`src/rtl/trc_pkg.sv`:
```
package trc_pkg;
  typedef enum logic [1:0] {SRC_OFF = 2'b00, SRC_CPU = 2'b01, SRC_COP = 2'b10, SRC_BOTH = 2'b11} trc_src_e;
  typedef enum logic [1:0] {MODE_NORMAL = 2'b00, MODE_LOOP = 2'b01, MODE_DETAIL = 2'b10, MODE_RSVD = 2'b11} trc_mode_e;
  typedef enum logic [1:0] {ALN_BEGIN = 2'b00, ALN_END = 2'b01, ALN_MID = 2'b10, ALN_END_ALT = 2'b11} trc_align_e;

  typedef struct packed {
    trc_src_e   src;
    logic [1:0] rng;
    trc_mode_e  mode;
    trc_align_e align;
  } trc_ctrl_t;

  // number of records stored from the trigger cycle onward before completion
  function automatic int unsigned post_limit(trc_align_e a, int unsigned depth);
    case (a)
      ALN_BEGIN: return depth;
      ALN_MID:   return depth / 2;
      default:   return 0;
    endcase
  endfunction
endpackage

```
`src/rtl/trc_regs.sv`:
```
module trc_regs
  import trc_pkg::*;
(
  input  logic       clk,
  input  logic       rst_n,
  input  logic       secure_i,
  input  logic       armed_i,
  input  logic       we_i,
  input  logic [7:0] wdata_i,
  output logic [7:0] rdata_o,
  output trc_ctrl_t  ctrl_o
);
  logic [7:0] ctrl_q;
  logic       src_wr_ok;
  logic       low_wr_ok;

  assign src_wr_ok = we_i && !armed_i && !secure_i;
  assign low_wr_ok = we_i && !armed_i;

  always_ff @(posedge clk or negedge rst_n) begin
    if (!rst_n) begin
      ctrl_q <= '0;
    end else begin
      if (src_wr_ok) ctrl_q[7:6] <= wdata_i[7:6];
      if (low_wr_ok) ctrl_q[5:0] <= wdata_i[5:0];
    end
  end

  assign rdata_o = ctrl_q;
  assign ctrl_o  = trc_ctrl_t'(ctrl_q);

  p_src_lock_r3: assert property (@(posedge clk) disable iff (!rst_n)
    (we_i && (armed_i || secure_i)) |=> $stable(ctrl_q[7:6]));
  p_low_lock_r3: assert property (@(posedge clk) disable iff (!rst_n)
    (we_i && armed_i) |=> $stable(ctrl_q[5:0]));
endmodule

```
`src/rtl/trc_qualify.sv`:
```
module trc_qualify
  import trc_pkg::*;
#(
  parameter int unsigned AW = 16,
  parameter int unsigned DW = 16,
  parameter logic [AW-1:0] WIN_LO = '0,
  parameter logic [AW-1:0] WIN_HI = '1
) (
  input  logic          clk,
  input  logic          rst_n,
  input  trc_ctrl_t     ctrl_i,
  input  logic          secure_i,
  input  logic          cpu_vld_i,
  input  logic          cpu_cof_i,
  input  logic [AW-1:0] cpu_addr_i,
  input  logic [DW-1:0] cpu_data_i,
  input  logic          cop_vld_i,
  input  logic          cop_cof_i,
  input  logic [AW-1:0] cop_addr_i,
  input  logic [DW-1:0] cop_data_i,
  input  logic [AW-1:0] hist0_i,
  input  logic [AW-1:0] hist1_i,
  input  logic [1:0]    hist_vld_i,
  output logic          cand_vld_o,
  output logic          cand_src_o,
  output logic [AW-1:0] cand_addr_o,
  output logic [DW-1:0] cand_data_o
);
  function automatic logic in_window(logic [1:0] rng, logic [AW-1:0] a);
    case (rng)
      2'b01:   return a >= WIN_LO;
      2'b10:   return a <= WIN_HI;
      2'b11:   return (a >= WIN_LO) && (a <= WIN_HI);
      default: return 1'b1;
    endcase
  endfunction

  function automatic logic repeat_hit(logic [AW-1:0] a);
    return (hist_vld_i[0] && a == hist0_i) || (hist_vld_i[1] && a == hist1_i);
  endfunction

  logic [1:0] eff_src;
  logic       both;
  logic [1:0] rng_eff;
  logic       cpu_take;
  logic       cop_take;

  assign eff_src = secure_i ? 2'b00 : ctrl_i.src;
  assign both    = (eff_src == 2'b11);
  assign rng_eff = both ? 2'b00 : ctrl_i.rng;

  always_comb begin
    cpu_take = 1'b0;
    cop_take = 1'b0;
    case (ctrl_i.mode)
      MODE_NORMAL: begin
        cpu_take = cpu_cof_i;
        cop_take = cop_cof_i;
      end
      MODE_LOOP: begin
        cpu_take = cpu_cof_i && !repeat_hit(cpu_addr_i);
        cop_take = cop_cof_i && !repeat_hit(cop_addr_i);
      end
      MODE_DETAIL: begin
        cpu_take = !both && in_window(rng_eff, cpu_addr_i);
        cop_take = !both;
      end
      default: ;
    endcase
    cpu_take = cpu_take && eff_src[0] && cpu_vld_i;
    cop_take = cop_take && eff_src[1] && cop_vld_i;
  end

  assign cand_vld_o  = cpu_take || cop_take;
  assign cand_src_o  = !cpu_take;
  assign cand_addr_o = cpu_take ? cpu_addr_i : cop_addr_i;
  assign cand_data_o = cpu_take ? cpu_data_i : cop_data_i;

  p_secure_quiet_r2: assert property (@(posedge clk) disable iff (!rst_n)
    secure_i |-> !cand_vld_o);
  p_both_detail_r6: assert property (@(posedge clk) disable iff (!rst_n)
    (ctrl_i.src == SRC_BOTH && ctrl_i.mode == MODE_DETAIL) |-> !cand_vld_o);
endmodule

```
`src/rtl/trc_store.sv`:
```
module trc_store
  import trc_pkg::*;
#(
  parameter int unsigned AW    = 16,
  parameter int unsigned DW    = 16,
  parameter int unsigned DEPTH = 64,
  localparam int unsigned PW   = $clog2(DEPTH),
  localparam int unsigned CW   = PW + 1,
  localparam int unsigned RW   = 1 + AW + DW
) (
  input  logic          clk,
  input  logic          rst_n,
  input  logic          arm_i,
  input  logic          trig_i,
  input  trc_align_e    align_i,
  input  logic          cand_vld_i,
  input  logic          cand_src_i,
  input  logic [AW-1:0] cand_addr_i,
  input  logic [DW-1:0] cand_data_i,
  input  logic [PW-1:0] rd_idx_i,
  output logic [RW-1:0] rd_data_o,
  output logic [CW-1:0] entries_o,
  output logic          armed_o,
  output logic          done_o,
  output logic [AW-1:0] hist0_o,
  output logic [AW-1:0] hist1_o,
  output logic [1:0]    hist_vld_o
);
  function automatic logic [PW-1:0] age_to_slot(logic [PW-1:0] wp, logic [CW-1:0] cnt, logic [PW-1:0] idx);
    return wp - cnt[PW-1:0] + idx;
  endfunction

  logic [RW-1:0] mem [DEPTH];
  logic          armed_q, done_q, spent_q, tseen_q;
  logic [CW-1:0] cnt_q, post_q, post_nxt, limit;
  logic [PW-1:0] wptr_q;
  logic [AW-1:0] h0_q, h1_q;
  logic [1:0]    hv_q;

  // named internal events
  logic start, live, trig_now, open, we, finish;

  assign start    = arm_i && !armed_q && !spent_q;
  assign live     = armed_q && arm_i;
  assign trig_now = live && (trig_i || tseen_q);
  assign open     = (align_i == ALN_BEGIN) ? trig_now : 1'b1;
  assign we       = live && cand_vld_i && open;
  assign post_nxt = post_q + {{(CW-1){1'b0}}, (trig_now && we)};
  assign limit    = CW'(post_limit(align_i, DEPTH));
  assign finish   = trig_now && (post_nxt >= limit);

  always_ff @(posedge clk or negedge rst_n) begin
    if (!rst_n) begin
      armed_q <= 1'b0; done_q <= 1'b0; spent_q <= 1'b0; tseen_q <= 1'b0;
      cnt_q <= '0; post_q <= '0; wptr_q <= '0;
      h0_q <= '0; h1_q <= '0; hv_q <= '0;
    end else if (!arm_i) begin
      armed_q <= 1'b0;
      spent_q <= 1'b0;
    end else if (start) begin
      armed_q <= 1'b1; done_q <= 1'b0; tseen_q <= 1'b0;
      cnt_q <= '0; post_q <= '0; wptr_q <= '0; hv_q <= '0;
    end else if (armed_q) begin
      if (we) begin
        wptr_q <= wptr_q + 1'b1;
        cnt_q  <= (cnt_q == CW'(DEPTH)) ? cnt_q : cnt_q + 1'b1;
        h1_q   <= h0_q;
        h0_q   <= cand_addr_i;
        hv_q   <= {hv_q[0], 1'b1};
      end
      post_q  <= post_nxt;
      tseen_q <= trig_now;
      if (finish) begin
        armed_q <= 1'b0;
        done_q  <= 1'b1;
        spent_q <= 1'b1;
      end
    end
  end

  always_ff @(posedge clk) begin
    if (we) mem[wptr_q] <= {cand_src_i, cand_addr_i, cand_data_i};
  end

  assign rd_data_o  = mem[age_to_slot(wptr_q, cnt_q, rd_idx_i)];
  assign entries_o  = cnt_q;
  assign armed_o    = armed_q;
  assign done_o     = done_q;
  assign hist0_o    = h0_q;
  assign hist1_o    = h1_q;
  assign hist_vld_o = hv_q;

  p_cnt_bound_r12: assert property (@(posedge clk) disable iff (!rst_n)
    cnt_q <= CW'(DEPTH));
  p_done_idle_r11: assert property (@(posedge clk) disable iff (!rst_n)
    done_q |-> !armed_q);
  p_quiet_idle_r11: assert property (@(posedge clk) disable iff (!rst_n)
    !armed_q |-> !we);
  p_begin_full_r8: assert property (@(posedge clk) disable iff (!rst_n)
    (finish && align_i == ALN_BEGIN) |=> (cnt_q == CW'(DEPTH)));
  p_end_stop_r9: assert property (@(posedge clk) disable iff (!rst_n)
    (live && trig_i && align_i == ALN_END) |=> (!armed_q && done_q));
  p_mid_tail_r10: assert property (@(posedge clk) disable iff (!rst_n)
    (finish && align_i == ALN_MID) |=> (post_q == CW'(DEPTH / 2)));
endmodule

```
`src/rtl/trace_capture_ctrl.sv`:
```
module trace_capture_ctrl
  import trc_pkg::*;
#(
  parameter int unsigned AW    = 16,
  parameter int unsigned DW    = 16,
  parameter int unsigned DEPTH = 64,
  parameter logic [AW-1:0] WIN_LO = 16'h4000,
  parameter logic [AW-1:0] WIN_HI = 16'h7FFF
) (
  input  logic                     clk,
  input  logic                     rst_n,
  input  logic                     secure_i,
  input  logic                     arm_i,
  input  logic                     trig_i,
  input  logic                     reg_we_i,
  input  logic [7:0]               reg_wdata_i,
  output logic [7:0]               reg_rdata_o,
  input  logic                     cpu_vld_i,
  input  logic                     cpu_cof_i,
  input  logic [AW-1:0]            cpu_addr_i,
  input  logic [DW-1:0]            cpu_data_i,
  input  logic                     cop_vld_i,
  input  logic                     cop_cof_i,
  input  logic [AW-1:0]            cop_addr_i,
  input  logic [DW-1:0]            cop_data_i,
  input  logic [$clog2(DEPTH)-1:0] rd_idx_i,
  output logic [AW+DW:0]           rd_data_o,
  output logic [$clog2(DEPTH):0]   entries_o,
  output logic                     armed_o,
  output logic                     done_o
);
  trc_ctrl_t     ctrl;
  logic          cand_vld, cand_src;
  logic [AW-1:0] cand_addr, hist0, hist1;
  logic [DW-1:0] cand_data;
  logic [1:0]    hist_vld;

  trc_regs u_regs (
    .clk(clk), .rst_n(rst_n), .secure_i(secure_i), .armed_i(armed_o),
    .we_i(reg_we_i), .wdata_i(reg_wdata_i), .rdata_o(reg_rdata_o), .ctrl_o(ctrl)
  );

  trc_qualify #(.AW(AW), .DW(DW), .WIN_LO(WIN_LO), .WIN_HI(WIN_HI)) u_qual (
    .clk(clk), .rst_n(rst_n), .ctrl_i(ctrl), .secure_i(secure_i),
    .cpu_vld_i(cpu_vld_i), .cpu_cof_i(cpu_cof_i), .cpu_addr_i(cpu_addr_i), .cpu_data_i(cpu_data_i),
    .cop_vld_i(cop_vld_i), .cop_cof_i(cop_cof_i), .cop_addr_i(cop_addr_i), .cop_data_i(cop_data_i),
    .hist0_i(hist0), .hist1_i(hist1), .hist_vld_i(hist_vld),
    .cand_vld_o(cand_vld), .cand_src_o(cand_src), .cand_addr_o(cand_addr), .cand_data_o(cand_data)
  );

  trc_store #(.AW(AW), .DW(DW), .DEPTH(DEPTH)) u_store (
    .clk(clk), .rst_n(rst_n), .arm_i(arm_i), .trig_i(trig_i), .align_i(ctrl.align),
    .cand_vld_i(cand_vld), .cand_src_i(cand_src), .cand_addr_i(cand_addr), .cand_data_i(cand_data),
    .rd_idx_i(rd_idx_i), .rd_data_o(rd_data_o), .entries_o(entries_o),
    .armed_o(armed_o), .done_o(done_o),
    .hist0_o(hist0), .hist1_o(hist1), .hist_vld_o(hist_vld)
  );
endmodule

```
`config.mk`:
```
export PLATFORM = sky130hd
export DESIGN_NAME = trace_capture_ctrl
export DESIGN_NICKNAME = d
export VERILOG_FILES = /design/src/rtl/trc_pkg.sv /design/src/rtl/trc_regs.sv /design/src/rtl/trc_qualify.sv /design/src/rtl/trc_store.sv /design/src/rtl/trace_capture_ctrl.sv
export SDC_FILE = /design/constraint.sdc
export NUM_CORES = 2
export LEC_CHECK = 0
export CAP_MARGIN = 20
export CORE_MARGIN = 4
export CORE_UTILIZATION = 45
export CTS_CLUSTER_SIZE = 25
export DETAILED_ROUTE_END_ITERATION = 8
export DONT_BUFFER_PORTS = 1
export SLEW_MARGIN = 15
export SYNTH_ARGS = -nofsm -noshare
export SYNTH_HDL_FRONTEND = slang
export SYNTH_SLANG_ARGS = --single-unit
```
`constraint.sdc`:
```
create_clock -name clk -period 15.31 [get_ports clk]
set_input_delay 0.7655 -clock clk [delete_from_list [all_inputs] [get_ports clk]]
set_output_delay 0.7655 -clock clk [all_outputs]
set_load 0.05 [all_outputs]
```
# After elaboration in Yosys (flattened, before gate mapping)

Memories as Yosys holds them, arrays and structs flattened.
Cells that the tools add are included.

Input port bits: 88
Output and inout port bits: 50
Memories: 1
Bits in writable memories: 2112
Register bits after elaboration: 66
Logic and storage cells: 117

Magnitude comparators: 3
Equality and inequality tests: 16
Bitwise logic cells: 1
Reduce and logical (&&, ||, !) cells: 44
Add/subtract/negate cells: 5
Muxes and demuxes: 35

Memories:

| memory      | words | width | read ports | clocked after Yosys merged registers in | write ports | RTL line        | RTL |
|---|---|---|---|---|---|---|---|
| u_store.mem | 64    | 33    | 1          | 0                                       | 1           | trc_store.sv:33 | `logic [RW-1:0] mem [DEPTH];` |

Operators with widths:

| cell                                                                                  | number |
|---|---|
| 16-bit == test                                                                        | 4 |
| 7-bit two-way mux                                                                     | 6 |
| 16-bit two-way mux                                                                    | 2 |
| 1-bit logical AND                                                                     | 22 |
| 6-bit two-way mux                                                                     | 3 |
| 16-bit by 15-bit greater-or-equal comparator with 1-bit output, second input constant | 1 |
| 16-bit by 15-bit less-or-equal comparator with 1-bit output, second input constant    | 1 |
| 1-bit two-way mux                                                                     | 15 |
| 7-bit case mux with 2 select lines                                                    | 1 |
| 2-bit == test, second input constant                                                  | 5 |
| 2-bit two-way mux                                                                     | 5 |
| 1-bit case mux with 3 select lines                                                    | 3 |
| 3-bit AND reduction                                                                   | 3 |
| 4-bit AND reduction                                                                   | 2 |
| 7-bit by 1-bit adder with 7-bit output                                                | 1 |
| 7-bit by 1-bit adder with 7-bit output, second input constant                         | 1 |
| 7-bit == test, second input constant                                                  | 1 |
| 7-bit greater-or-equal comparator                                                     | 1 |
| 1-bit zero test                                                                       | 7 |
| 6-bit by 1-bit adder with 6-bit output, second input constant                         | 1 |
| 6-bit adder                                                                           | 1 |
| 2-bit by 1-bit inequality test with 1-bit output, second input constant               | 3 |
| 2-bit nonzero test                                                                    | 3 |
| 6-bit subtractor                                                                      | 1 |
| 6 further kinds                                                                       | 11 |

# Logic depth before layout (Yosys ltp)

Depth in word-level cells: 21
Depth in mapped cells: 17

# Hierarchy

From an unflattened synthesis, not the netlist that was laid out.

Cell total of the unflattened synthesis: 3829
Area, all modules: 86098.8 µm²

By module, submodules not included:

| module      | cells each | instances | seq. area each (µm²) | area each (µm²) |
|---|---|---|---|---|
| trc_store   | 3661       | 1         | 64872.2              | 84380.9 |
| trc_qualify | 141        | 1         | 0.0                  | 1312.5 |
| trc_regs    | 27         | 1         | 200.2                | 405.4 |

# Worst setup path after synthesis

No wires, ideal clock.

Kind: input-to-reg
Start: input cpu_addr_i[15]
End: memory u_store.mem[53][0] in the netlist's numbering (enable)
Stages on the path: 10
Path slack: 9.480 ns
Setup time: 0.506 ns
Arrival: 5.323 ns
Required time: 14.804 ns
Cells stage by stage: or3b_1 -> a41oi_1 -> nor4b_1 -> o21ai_1 -> o22ai_1 -> o21ai_2 -> buf_6 -> buf_6 -> buf_2 -> nor4_1

Word-level cells in the longest chain between the ends: 13
Elaborated cells between the ends (all ways): 21
Those cells by class: 2 x order compare; 2 x eq/ne; 5 x mux; 12 x reduce/logical

Ends and longest elaborated chain:

| what                                                                                   | RTL line                             | RTL |
|---|---|---|
| start, declared                                                                        | trace_capture_ctrl.sv:20             | `input logic [AW-1:0] cpu_addr_i,` |
| 16-bit by 15-bit greater-or-equal comparator with 1-bit output (tied with other cells) | trc_qualify.sv:31, trc_qualify.sv:33 |  |
| 1-bit logical AND (on tied branches)                                                   | trc_qualify.sv:33, trc_qualify.sv:39 |  |
| 1-bit case mux with 3 select lines or 1-bit logical OR (tied branches)                 | trc_qualify.sv:30, trc_qualify.sv:39 |  |
| 1-bit two-way mux or 1-bit zero test (tied branches)                                   | trc_qualify.sv:55, trc_qualify.sv:61 |  |
| 1-bit logical AND (on tied branches)                                                   | trc_qualify.sv:65, trc_qualify.sv:61 |  |
| 1-bit case mux with 3 select lines (*)                                                 | trc_qualify.sv:55                    | `case (ctrl_i.mode)` |
| 1-bit logical AND (*) (2 in series)                                                    | trc_qualify.sv:70                    | `cpu_take = cpu_take && eff_src[0] && cpu_vld_i;` |
| 1-bit logical OR (*)                                                                   | trc_qualify.sv:74                    | `assign cand_vld_o = cpu_take \|\| cop_take;` |
| 1-bit logical AND (*) (2 in series)                                                    | trc_store.sv:47                      | `assign we = live && cand_vld_i && open;` |
| 1-bit two-way mux (*)                                                                  | trc_store.sv:82                      | `if (we) mem[wptr_q] <= {cand_src_i, cand_addr_i, cand_data_i};` |
| 1-bit two-way mux (implied by the code) (*)                                            | trc_store.sv:82                      |  |
| end, declared                                                                          | trc_store.sv:33                      |  |

Mark *: on every way between the ends. The rest lies on a longest branch, timed or not. The select of a mux whose other input is x is not followed.

# Worst setup path after layout

Start: register u_store.wptr_q[1]
End: output rd_data_o[31]

Word-level cells in the longest chain between the ends: 3

Ends and longest elaborated chain:

| what                   | RTL line                 | RTL |
|---|---|---|
| start, declared        | trc_store.sv:36          | `logic [PW-1:0] wptr_q;` |
| start signal, assigned | trc_store.sv:65          | `wptr_q <= wptr_q + 1'b1;` |
| 6-bit subtractor       | trc_store.sv:30          | `return wp - cnt[PW-1:0] + idx;` |
| 6-bit adder            | trc_store.sv:30          |  |
| memory 64 x 33 bit     | n/a                      |  |
| end, declared          | trace_capture_ctrl.sv:27 | `output logic [AW+DW:0] rd_data_o,` |

No other way between the ends.

==> metrics.yaml <==
r2r-end: "u_store.mem[33][1]"
grtUsageTotal: 0.209
synthFlopType: "edfxtp_1"
avgSynthCellArea_um2: 23.6
final_util: 0.510
crit_path_end: "rd_data_o[31]"
status: "completed"
clock_sinks: 2178
root_buffer: "clkbuf_16"
cpLargestDelayFamily: "buffers and inverters"
final.setup.tns_ps: 0
drive_gt1_frac: 0.316
hold_class: "primary input to flip-flop"
avgRoutedWirePerCell_um: 31.8
finClkSkew_ps: 32.2
vias: 38400
worstReg2RegStart: "u_regs.ctrl_o[2]"
syn_area_um2: 84800
antenna_found_initial: 4
rows: 159
finalSetupViolCount: 0
num-fill-cells: 14500
postCtsSetupRepairBufs: 0
seq_area_frac_synth: 0.767
htree_levels: 4
grt_pass1_vias: 39600
cts_tree: "done"
ff_latch_area_um2: 65100
initial_utilization: 0.452
nets: 3859
critPathArrivalTime_ps: 7300
grt_overflow: 0
die_h_um: 442
portBuffers: 0
cp-end-kind: "output port"
via_per_inst: 5.98
rsz0062_at_grt: "no"
required_ps: 14540
yosysUniqueCellTypes: 49
async_reset_ff_frac: 0.0303
clk_pin_slew_ps: 60
crit_chain: "inv_1 -> fa_1 -> inv_1 -> fa_4 -> buf_12 -> buf_4 -> mux4_2 -> mux4_2 -> mux2i_1 -> a21oi_1 -> buf_4"
die_w_um: 442
relSlewSlack: 0.234
fmax_mhz: 124
io_pins: 138
clkLatencyLatePin_ps: 840
synth_seq_cells: 2178
path_depth: 11
finalHoldViolCount: 0
synthCells: 3586
grt_pass1_wl_um: 294000
drv_cap: 0
clockBufferDepth: 3
power_density_nw_per_um2: 155
design.core.area_um2: 188000
cp-startpoint: "u_store.wptr_q[1]"
crit_type: "flip-flop to output port"
finalCritPeriodShare: 0.527
final_cell_count_no_fill: 6425
dp_hpwl_um: 105000
reg2regPathDepth: 10
synth_warnings: 0
slew_violations: 0
grt_max_degree: 136
globalplace.congestion: 0.758
routed_wirelength_um: 204000
firstDrtPassIters: 5
start_kind: "flip-flop"
place_inst: 6029
fin_crit_ps: 8060
r2r_slack_ps: 10020
cts_buffers: 212
tightestPinTransition_ps: 1150
crit_buf_inv: 5
die_area_um2: 195000
synth_nets: 3692
critical-path-max-stage-delay_ps: 1180
route.detailed.drc: 0
synthToLayoutAreaGrowth_pct: 12.8
worst-path-max-fanout: 127
final_antenna_net_count: 0
synth_edf_count: 2112
multi_input_area_um2: 19400
vdd_ir_drop_max_mv: 0.107
cp_slowest_cell: "fa_4"
power_leakage_nw: 29.7
drt_iter0_drc: 4007
stage by stage:
step	setup slack, ps	hold WS (ps)	power, mW	instance area [um^2]
final	7250	67.8	14.8	95600
after global routing	6790	30.7	15.3	95600
after CTS	7080	0.644	14.9	95600
after detailed placement	8010	472	9.85	88800
after global placement	7990	467	9.83	88700
after floorplan	9480	454	8.98	84800
registers in the layout (all words and copies together) (netlist names), 2 cells and up:
name and count:
u_regs.ctrl_o 8, u_store.mem 2112, u_store.hist0_o 16, u_store.wptr_q 6, u_store.post_q 7, u_store.hist_vld_o 2
u_store.hist1_o 16, u_store.entries_o 7
synthesized netlist by cell type, types with 5 or more instances:
master / n / area (um^2)
mux4_2: 660 / 14900
xor2_1: 50 / 438
a22o_1: 5 / 43.8
nor2b_1: 39 / 244
ha_1: 13 / 163
inv_1: 28 / 105
clkbuf_1: 104 / 390
or4_1: 10 / 75.1
nand3_1: 22 / 110
nor2_1: 72 / 270
nand4_1: 8 / 50.1
o31ai_1: 6 / 45.0
a21oi_1: 45 / 225
mux2_2: 71 / 800
buf_1: 17 / 63.8
fa_1: 5 / 100
buf_2: 64 / 320
edfxtp_1: 2112 / 63400
nor4_1: 20 / 125
a211oi_1: 33 / 248
xnor2_1: 24 / 210
nand2_1: 21 / 78.8
dfrtp_1: 66 / 1650
mux2i_1: 34 / 340
o211ai_1: 5 / 37.5
o21ai_0: 11 / 55.1
metal layers:
metal	part of all wire	vias up	track usage
li1	-	15700	-
met1	0.41	21000	0.294
met2	0.50	1466	0.338
met3	0.071	286	0.0394
met4	0.026	0	0.0592
met5	0	-	0
where the power goes:
group	leakage, nW	total, mW	switching [mW]	internal [mW]
logic	6.54	2.98	1.63	1.35
clock network	3.28	5.09	2.19	2.90
registers	19.9	6.70	0.0833	6.62
total	29.7	14.8	3.90	10.9
cell families after synthesis:
family | synth area share
AO/OA/AOI/OAI | 0.00906
XOR/XNOR | 0.00764
adder cells (fa/ha/maj) | 0.00310
buffers and inverters | 0.0113
flip-flops | 0.767
multiplexers | 0.189
AND/OR/NAND/NOR | 0.0127
layout by cell type, fill, tap and decap left out, drive strengths merged, types with 8 or more instances in the layout:
cell	synthesis	layout
mux4	660	660
xor2	50	50
mux2i	34	34
buf	88	142
bufinv	0	17
a21oi	45	45
o21ai	16	16
nor2	72	72
nor4	21	21
inv	28	32
xnor2	24	24
clkinv	0	90
nand4	8	8
clkbuf	104	273
ha	13	13
dfrtp	66	66
nor2b	39	39
edfxtp	2112	2112
nand3	22	22
mux2	72	72
or4	10	10
nand2	21	21
a211oi	33	33
how the worst min path moves through the flow:
stage	from	depth (start not counted)	slack [ps]	end
4_1_cts	reg_wdata_i[0]	1	0.6	u_regs.ctrl_o[0]
6_report	reg_wdata_i[0]	1	70	u_regs.ctrl_o[0]
5_1_grt	reg_wdata_i[7]	1	30	u_regs.ctrl_o[7]
3_5_place_dp	rst_n	0	470	u_store.hist0_o[0]
2_1_floorplan	u_store.spent_q	1	450	u_store.spent_q
3_3_place_gp	rst_n	0	470	u_store.hist0_o[0]
what timing repair did:
item	4_1_cts	5_1_grt
hold endpoints to repair	68	0
resized for setup	0	0
hold buffers	4	0
cell type report:
type / instances / share of cell area
Tap cell: 2495 / 0.0326
Multi-Input combinational cell: 1188 / 0.203
Antenna cell: 1 / 0.0000262
Inverter: 28 / 0.00110
Timing Repair Buffer: 145 / 0.0126
Clock inverter: 117 / 0.0108
Clock buffer: 273 / 0.0597
Sequential cell: 2178 / 0.681
(Power assumes the default switching activity.)
